[config.mk]
export PLATFORM = sky130hd
export DESIGN_NAME = lea_gen
export DESIGN_NICKNAME = d
export VERILOG_FILES = /design/src/rtl/lea_pkg.sv /design/src/rtl/lea_calc.sv /design/src/rtl/lea_seq.sv /design/src/rtl/lea_gen.sv
export SDC_FILE = /design/constraint.sdc
export NUM_CORES = 1
export LEC_CHECK = 0
export ABC_AREA = 0
export BUFFER_PORTS_ARGS = -buffer_cell sky130_fd_sc_hd__buf_2
export CAP_MARGIN = 0
export CORE_ASPECT_RATIO = 1.5
export CORE_UTILIZATION = 40
export CTS_CLUSTER_DIAMETER = 80
export DETAILED_ROUTE_END_ITERATION = 7
export GPL_ROUTABILITY_DRIVEN = 0
export PLACE_DENSITY_LB_ADDON = 0.3
export SYNTH_ARGS = -nofsm -noshare
export SYNTH_HDL_FRONTEND = slang
export SYNTH_SLANG_ARGS = --single-unit
[constraint.sdc]
create_clock -name clk -period 3.9 [get_ports clk]
set_clock_uncertainty 0.1 [all_clocks]
set_input_delay 0.195 -clock clk [delete_from_list [all_inputs] [get_ports clk]]
set_output_delay 0.195 -clock clk [all_outputs]
set_load 0.02 [all_outputs]
[src/rtl/lea_pkg.sv]
package lea_pkg;
  typedef enum logic [2:0] {
    M_ABS  = 3'd0,
    M_RIND = 3'd1,
    M_DISP = 3'd2,
    M_IDX  = 3'd3,
    M_MIND = 3'd4,
    M_AINC = 3'd5,
    M_ADEC = 3'd6,
    M_RSVD = 3'd7
  } lea_mode_e;

  typedef enum logic {
    S_IDLE = 1'b0,
    S_WAIT = 1'b1
  } lea_state_e;
endpackage

[src/rtl/lea_calc.sv]
module lea_calc import lea_pkg::*; #(
  parameter int AW   = 32,
  parameter int OW   = 16,
  parameter int STEP = 4
) (
  input  logic [2:0]    mode,
  input  logic [OW-1:0] ofs,
  input  logic [AW-1:0] base,
  input  logic [AW-1:0] idx,
  output logic [AW-1:0] ea_c,
  output logic [AW-1:0] wbv_c,
  output logic          wb_want,
  output logic          needs_mem,
  output logic          illegal
);
  localparam logic [AW-1:0] STEP_V = AW'(STEP);

  function automatic logic [AW-1:0] f_sext(input logic [OW-1:0] v);
    return {{(AW-OW){v[OW-1]}}, v};
  endfunction

  function automatic logic [AW-1:0] f_add(input logic [AW-1:0] a, input logic [AW-1:0] b);
    return a + b;
  endfunction

  function automatic logic [AW-1:0] f_sub(input logic [AW-1:0] a, input logic [AW-1:0] b);
    return a - b;
  endfunction

  lea_mode_e m;
  assign m = lea_mode_e'(mode);

  always_comb begin
    ea_c      = base;
    wbv_c     = f_add(base, STEP_V);
    wb_want   = 1'b0;
    needs_mem = 1'b0;
    illegal   = 1'b0;
    case (m)
      M_ABS:  ea_c = f_sext(ofs);
      M_RIND: ea_c = base;
      M_DISP: ea_c = f_add(base, f_sext(ofs));
      M_IDX:  ea_c = f_add(base, idx);
      M_MIND: needs_mem = 1'b1;
      M_AINC: wb_want = 1'b1;
      M_ADEC: begin
        ea_c    = f_sub(base, STEP_V);
        wbv_c   = f_sub(base, STEP_V);
        wb_want = 1'b1;
      end
      default: illegal = 1'b1;
    endcase
  end
endmodule

[src/rtl/lea_seq.sv]
module lea_seq import lea_pkg::*; #(
  parameter int AW = 32,
  parameter int RW = 5
) (
  input  logic          clk,
  input  logic          rst,
  input  logic          start,
  input  logic          needs_mem,
  input  logic          illegal,
  input  logic          wb_want,
  input  logic [AW-1:0] ea_c,
  input  logic [AW-1:0] wbv_c,
  input  logic [AW-1:0] base,
  input  logic [RW-1:0] base_num,
  input  logic          mem_rvalid,
  input  logic [AW-1:0] mem_rdata,
  output logic          mem_req,
  output logic [AW-1:0] mem_addr,
  output logic          wb_en,
  output logic [RW-1:0] wb_num,
  output logic [AW-1:0] wb_val,
  output logic [AW-1:0] ea,
  output logic          done,
  output logic          bad_mode,
  output logic          busy
);
  lea_state_e st;
  logic accept;

  assign busy   = (st == S_WAIT);
  assign accept = start && !busy;

  always_ff @(posedge clk) begin
    if (rst) begin
      st       <= S_IDLE;
      done     <= 1'b0;
      bad_mode <= 1'b0;
      mem_req  <= 1'b0;
      wb_en    <= 1'b0;
      mem_addr <= '0;
      wb_num   <= '0;
      wb_val   <= '0;
      ea       <= '0;
    end else begin
      done     <= 1'b0;
      bad_mode <= 1'b0;
      mem_req  <= 1'b0;
      wb_en    <= 1'b0;
      case (st)
        S_IDLE: if (accept) begin
          if (illegal) begin
            bad_mode <= 1'b1;
          end else if (needs_mem) begin
            mem_req  <= 1'b1;
            mem_addr <= base;
            st       <= S_WAIT;
          end else begin
            done <= 1'b1;
            ea   <= ea_c;
            if (wb_want) begin
              wb_en  <= 1'b1;
              wb_num <= base_num;
              wb_val <= wbv_c;
            end
          end
        end
        default: if (mem_rvalid) begin
          done <= 1'b1;
          ea   <= mem_rdata;
          st   <= S_IDLE;
        end
      endcase
    end
  end

  a_r11_quiet_after_reset: assert property (@(posedge clk)
    rst |=> !done && !wb_en && !mem_req && !bad_mode && !busy);
  a_r8_done_next_cycle: assert property (@(posedge clk) disable iff (rst)
    accept && !needs_mem && !illegal |=> done && !mem_req && !bad_mode);
  a_r5_request_issued: assert property (@(posedge clk) disable iff (rst)
    accept && needs_mem |=> mem_req && busy && !done);
  a_r5_single_request: assert property (@(posedge clk) disable iff (rst)
    mem_req |=> !mem_req);
  a_r5_done_after_resp: assert property (@(posedge clk) disable iff (rst)
    busy && mem_rvalid |=> done && !busy);
  a_r10_wait_holds: assert property (@(posedge clk) disable iff (rst)
    busy && !mem_rvalid |=> busy && !done && !wb_en);
  a_r9_bad_alone: assert property (@(posedge clk) disable iff (rst)
    bad_mode |-> !done && !wb_en && !mem_req);
  a_r6_wb_with_done: assert property (@(posedge clk) disable iff (rst)
    wb_en |-> done);
endmodule

[src/rtl/lea_gen.sv]
module lea_gen import lea_pkg::*; #(
  parameter int AW   = 32,
  parameter int OW   = 16,
  parameter int RW   = 5,
  parameter int STEP = 4
) (
  input  logic          clk,
  input  logic          rst,
  input  logic          start,
  input  logic [2:0]    mode,
  input  logic [OW-1:0] offset,
  input  logic [RW-1:0] base_num,
  input  logic [AW-1:0] base_val,
  input  logic [AW-1:0] index_val,
  output logic          mem_req,
  output logic [AW-1:0] mem_addr,
  input  logic          mem_rvalid,
  input  logic [AW-1:0] mem_rdata,
  output logic          wb_en,
  output logic [RW-1:0] wb_num,
  output logic [AW-1:0] wb_val,
  output logic [AW-1:0] ea,
  output logic          done,
  output logic          bad_mode,
  output logic          busy
);
  logic [AW-1:0] ea_c, wbv_c;
  logic          wb_want, needs_mem, illegal;

  lea_calc #(.AW(AW), .OW(OW), .STEP(STEP)) u_calc (
    .mode(mode), .ofs(offset), .base(base_val), .idx(index_val),
    .ea_c(ea_c), .wbv_c(wbv_c), .wb_want(wb_want),
    .needs_mem(needs_mem), .illegal(illegal)
  );

  lea_seq #(.AW(AW), .RW(RW)) u_seq (
    .clk(clk), .rst(rst), .start(start),
    .needs_mem(needs_mem), .illegal(illegal), .wb_want(wb_want),
    .ea_c(ea_c), .wbv_c(wbv_c), .base(base_val), .base_num(base_num),
    .mem_rvalid(mem_rvalid), .mem_rdata(mem_rdata),
    .mem_req(mem_req), .mem_addr(mem_addr),
    .wb_en(wb_en), .wb_num(wb_num), .wb_val(wb_val),
    .ea(ea), .done(done), .bad_mode(bad_mode), .busy(busy)
  );

  a_r8_no_wb_plain_modes: assert property (@(posedge clk) disable iff (rst)
    start && !busy && !wb_want |=> !wb_en);
  a_r6_wb_for_step_modes: assert property (@(posedge clk) disable iff (rst)
    start && !busy && wb_want |=> wb_en && done);
endmodule

* Yosys cells after proc, flatten, opt, wreduce, memory -nomap -nowiden
Index checks and enable logic that the tools add are counted.
** Word-level totals
- Memory bits (writable) :: 0
- Bits in registers :: 106
- Memory bits (read-only) :: 0
- Bits in latches :: 0
- Logic and storage cells :: 59
- Memories kept :: 0
** Cells by class
- $add $sub $neg :: 4
- Mux-type cells :: 21
- Bitwise operators :: 4
- Reduce and logical (&&, ||, !) cells :: 13
- Shifts and indexed selects :: 0
- Divide/modulo/power cells :: 0
- Order comparisons :: 0
- Multiply operators :: 0
- Equal/unequal tests :: 8
** Operator list (count)
- 32-bit 2-to-1 mux :: 6
- 32-bit one-hot mux with 4 select lines :: 1
- 32-bit adder :: 2
- 32-bit by 3-bit adder with 32-bit output (second input constant) :: 1
- 32-bit by 3-bit subtractor with 32-bit output (second input constant) :: 1
- 1-bit 2-to-1 mux :: 14
- 3-bit == test (second input constant) :: 3
- 4-bit AND reduction :: 2
- 7-bit OR reduction :: 1
- 3-bit by 2-bit == test with 1-bit output (second input constant) :: 2
- 5-bit AND reduction :: 1
- 5-bit OR reduction :: 1
- 1-bit NOT :: 4
- 2-bit nonzero test :: 2
- 2-bit OR reduction :: 2
- 3-bit by 1-bit == test with 1-bit output (second input constant) :: 1
- 3-bit zero test :: 1
- 3-bit OR reduction :: 1
- 2-bit by 1-bit != test with 1-bit output (second input constant) :: 1
- 2-bit != test (second input constant) :: 1
- 1-bit logical AND :: 1
- 1-bit zero test :: 1

* Logic depth before layout (Yosys ltp)
- Word-level depth :: 6
- Depth in mapped cells :: 18
- Gate-level depth less buffers :: 16

* Hierarchy
From an unflattened synthesis, not the netlist that was laid out.
** Unflattened totals
- Cell total of the unflattened synthesis :: 1181
- Area total of the unflattened synthesis :: 8653.3 um2
** Modules (own cells, without submodules)
- lea_calc :: times used 1, sequential area each 0.0 um2, area an instance 4352.9 um2, cells each 709
- lea_seq :: times used 1, sequential area each 2122.0 um2, area an instance 4300.4 um2, cells each 472

* Worst setup path before layout
No wires, ideal clock.
- Path type :: input port to flip-flop
- Start point :: input port mode[0]
- End point :: register u_seq.ea[19]
- Data required time :: 3.679 ns
- Path slack :: 0.598 ns
- Library setup time :: 0.121 ns
- Arrival :: 3.080 ns
- Stages :: 16
- Cells stage by stage :: clkbuf_1 > and3_1 > clkbuf_1 > clkbuf_1 > nand2_1 > nand2_1 > ha_1 > a21o_1 > a21o_1 > a221o_1 > a31oi_1 > or4_1 > and2_1 > xnor2_1 > a221oi_1 > o21ai_1
** Between the ends
- Longest elaborated chain between the ends :: 6
- Elaborated cells on any way between the ends :: 17
- Classes of those cells :: 7 x eq/ne; 6 x mux; 4 x reduce/logical
** RTL lines
- start: declaration :: line lea_gen.sv:10 : input logic [2:0] mode,
- 3-bit == test, or another cell as far along :: line lea_calc.sv:39 : case (m)
- 32-bit one-hot mux with 4 select lines :: line lea_calc.sv:39
- 32-bit 2-to-1 mux :: line lea_seq.sv:53 : end else if (needs_mem) begin
- 32-bit 2-to-1 mux :: line lea_seq.sv:51 : if (illegal) begin
- 32-bit 2-to-1 mux :: line lea_seq.sv:50 : S_IDLE: if (accept) begin
- 32-bit 2-to-1 mux :: line lea_seq.sv:49 : case (st)
- end signal: assignment :: line lea_seq.sv:69 : ea <= mem_rdata;
- end: declaration :: line lea_seq.sv:22 : output logic [AW-1:0] ea,
Several ways; a longest one is shown, not always the timed one. The select of a mux whose other input is x is not followed.
A chain may end at the register's enable or synchronous reset.

* Final worst setup path
- Start point :: input port mode[2]
- End point :: register u_seq.ea[30]
The elaborated chain is that of the path after synthesis.

==> flow_summary.toml <==
[run_status]
status = "complete, no violations"

[critical_path]
critPathLaunch = "mode[2]"
path_cells = "buf_2 > inv_1 > and3_1 > buf_4 > nand2_1 > nand2_1 > ha_1 > a21oi_1 > o21ai_0 > a311oi_1 > o22a_1 > o2111ai_1 > a41o_1 > a21oi_1 > xor2_1 > o21ai_1"
crit_required_ns = 4.05
cp_slowest_cell = "and3_1"
start_kind = "primary input"
rr_startpoint = "u_seq.busy"
reg2regPathDepth = 9
arrival_ns = 3.47
setup.worst_path.end_class = "register"
timing.rr.end = "u_seq.ea[31]"
max_stage_delay_ns = 0.43
worstPathMaxFanout = 20
rrSetupSlack_ns = 1.40
crit_type = "primary input to register"
crit_path_end = "u_seq.ea[30]"

[die]
die_w_um = 117.7
num_rows = 63
die_height_um = 175.6
io_pins = 230
start_util_pct = 40.77
core_area_um2 = 19710
dieArea_um2 = 20670

[finish]
seq_area_um2 = 2122
area_delta_synth_final_pct = 21.22
fin_nets = 1492
multi_input_area_um2 = 5515
final_layout_size_suffix_gt1_share_pct = 22.45
fill_cells = 2029
fin_util_pct = 49.43

[clock_network]
path_clk_slew_ns = 0.09
cts_max_path_buffers = 2
cts_tree = "yes"
postCtsResizedCells = 0
root_buffer = "clkbuf_16"
clkSinkCount = 106
cts_buffers = 9
htreeDepth = 3
clk_latency_ns = 0.38

[logic_synthesis]
netlist.area_leader.share_pct = 26.41
yosysMostFrequentCell = "nand2_1"
synth_area_um2 = 8035
yosys_warnings = 0
synthTopCellsByArea = "dfxtp_1 (26%), nand2_1 (11%), a21oi_1 (9.8%)"
yosysTopAreaCell = "dfxtp_1"
async_reset_ff_share_pct = 0
syn_inst = 1141
syn_avg_cell_area_um2 = 7.042
synthTopCellsByCount = "nand2_1 (230), a21oi_1 (157), dfxtp_1 (106), clkbuf_1 (75), nor2_1 (65)"
synth_cell_type_count = 75
synthFlopType = "dfxtp_1"
syn_nets = 1306
synth_seq_cells = 106
ys_seq_area_share_pct = 26.41
synth-edff-count = 0

[power]
power.leakage_nw = 4.297
peakVddDrop_mv = 0.2071
powerDensity_nw_per_um2 = 319.5

[hold_path]
hold_start = "mem_rdata[2]"
holdCritPathClass = "primary input to register"

[sta]
timing.fmax_mhz = 300.9
setup-tns-final_ns = 0
setup_viol = 0
hold_violations = 0
rsz0062_at_grt = "no"
tightest_slew_ns = 0.9505
slew_headroom_pct = 36.05
slew_violations = 0
fin_crit_ns = 3.323
period_share_pct = 85.21

[global_routing]
grt_overflow = 0
grt_pass1_wl_mm = 44.99
grt_pass1_vias = 8324
grt_start_max_net_pins = 73
antenna_found_initial = 1
track_usage_pct = 27.46

[drt]
drc = 0
drt-total-wl_mm = 29.02
dr.pass1.iters = 5
routedWlPerCell_um = 18.22
drtIter0Drc = 850
viasPerCell = 5.676
ant_nets = 0
vias = 9042

[job]
cap_violations = 0

[place]
hpwl_mm = 21.77
io_buffers = 229
worst min path at each step:
stage,depth (start not counted),end
after CTS,3,u_seq.mem_addr[0]
after detailed placement,2,u_seq.wb_val[23]
final,3,u_seq.ea[2]
after global routing,3,u_seq.mem_addr[0]
after floorplan,2,u_seq.mem_addr[0]
after global placement,2,u_seq.wb_val[11]
placed cells by master (no fill, tap or decap), types with 12 or more instances in the layout:
master,count
dfxtp_1,106
a31oi_1,14
o21ai_1,13
xor2_1,25
and3_1,20
nor2_1,64
inv_1,13
xnor2_1,34
a21oi_1,156
o21ai_0,54
buf_4,31
nand4_1,15
o22a_1,12
nor3_1,40
a21o_1,34
a211oi_1,17
buf_2,228
ha_1,40
nand2_1,230
nand3_1,20
what timing repair did:
action / 4_1_cts / 5_1_grt
buffers inserted: 0 / 0
endpoints found under the hold margin: 5 / 0
hold buffers: 5 / 0
worst max-delay path, delay by kind of cell:
kind,cells,cell delay [ns]
AOI/OAI and AO/OA,8,1.70
and+or+nand+nor,3,0.60
buffers and inverters,3,0.52
adders and majority gates,1,0.27
xor gates and xnor gates,1,0.17
state kept, by name, indices dropped and copies added (netlist names):
name            count
u_seq.done          1
u_seq.mem_addr     32
u_seq.wb_num        5
u_seq.ea           32
u_seq.bad_mode      1
u_seq.busy          1
u_seq.mem_req       1
u_seq.wb_val       32
u_seq.wb_en         1
cells by family (layout without fill, tap and decap cells):
group	Yosys count	in the layout	share of synthesized area, %
and+or+nand+nor	464	464	27.41
AOI/OAI and AO/OA	366	366	27.75
DFF	106	106	26.41
buffers and inverters	102	293	5.154
xor gates and xnor gates	59	59	6.431
adders and majority gates	41	41	6.478
muxes	3	3	0.3737
other	0	1	0
routing by layer:
layer	vias up	global-route usage, %	share of wire (%)
li1	4436	-	-
met1	4138	34.25	41
met2	392	46.32	48
met3	76	3.442	6.4
met4	0	13.89	4.2
met5	-	0	0
final cells by class:
type | instances | share of cell area (%)
Timing Repair Buffer | 264 | 14.62
Sequential cell | 106 | 21.79
Multi-Input combinational cell | 933 | 56.62
Clock inverter | 7 | 0.7964
Inverter | 13 | 0.5010
Tap cell | 260 | 3.340
Antenna cell | 1 | 0.02569
Clock buffer | 9 | 2.312
power by group:
part / total [W] / switching, W / internal, W / leakage [nW]
Clock: 0.000952 / 0.000499 / 0.000453 / 0.143
Combinational: 0.000991 / 0.000619 / 0.000372 / 3.29
Sequential: 0.00117 / 0.0000303 / 0.00114 / 0.865
Total: 0.00311 / 0.00115 / 0.00196 / 4.30
per-stage QoR:
step                setup WS [ns]  instance area (um2)  hold WS, ns  std cells  power, W
detailed placement         0.3085                 9385       0.3424       1571  0.002164
global route               0.3420                 9741      0.01517       1593  0.003268
floorplan                  0.5984                 8035       0.2310       1141  0.001838
CTS                        0.6651                 9738      0.01422       1592  0.003111
global placement           0.3584                 9385       0.3366       1571  0.002158
finish                     0.5767                 9741      0.01267       1593  0.003113
Power figures use the tool's default switching activity.
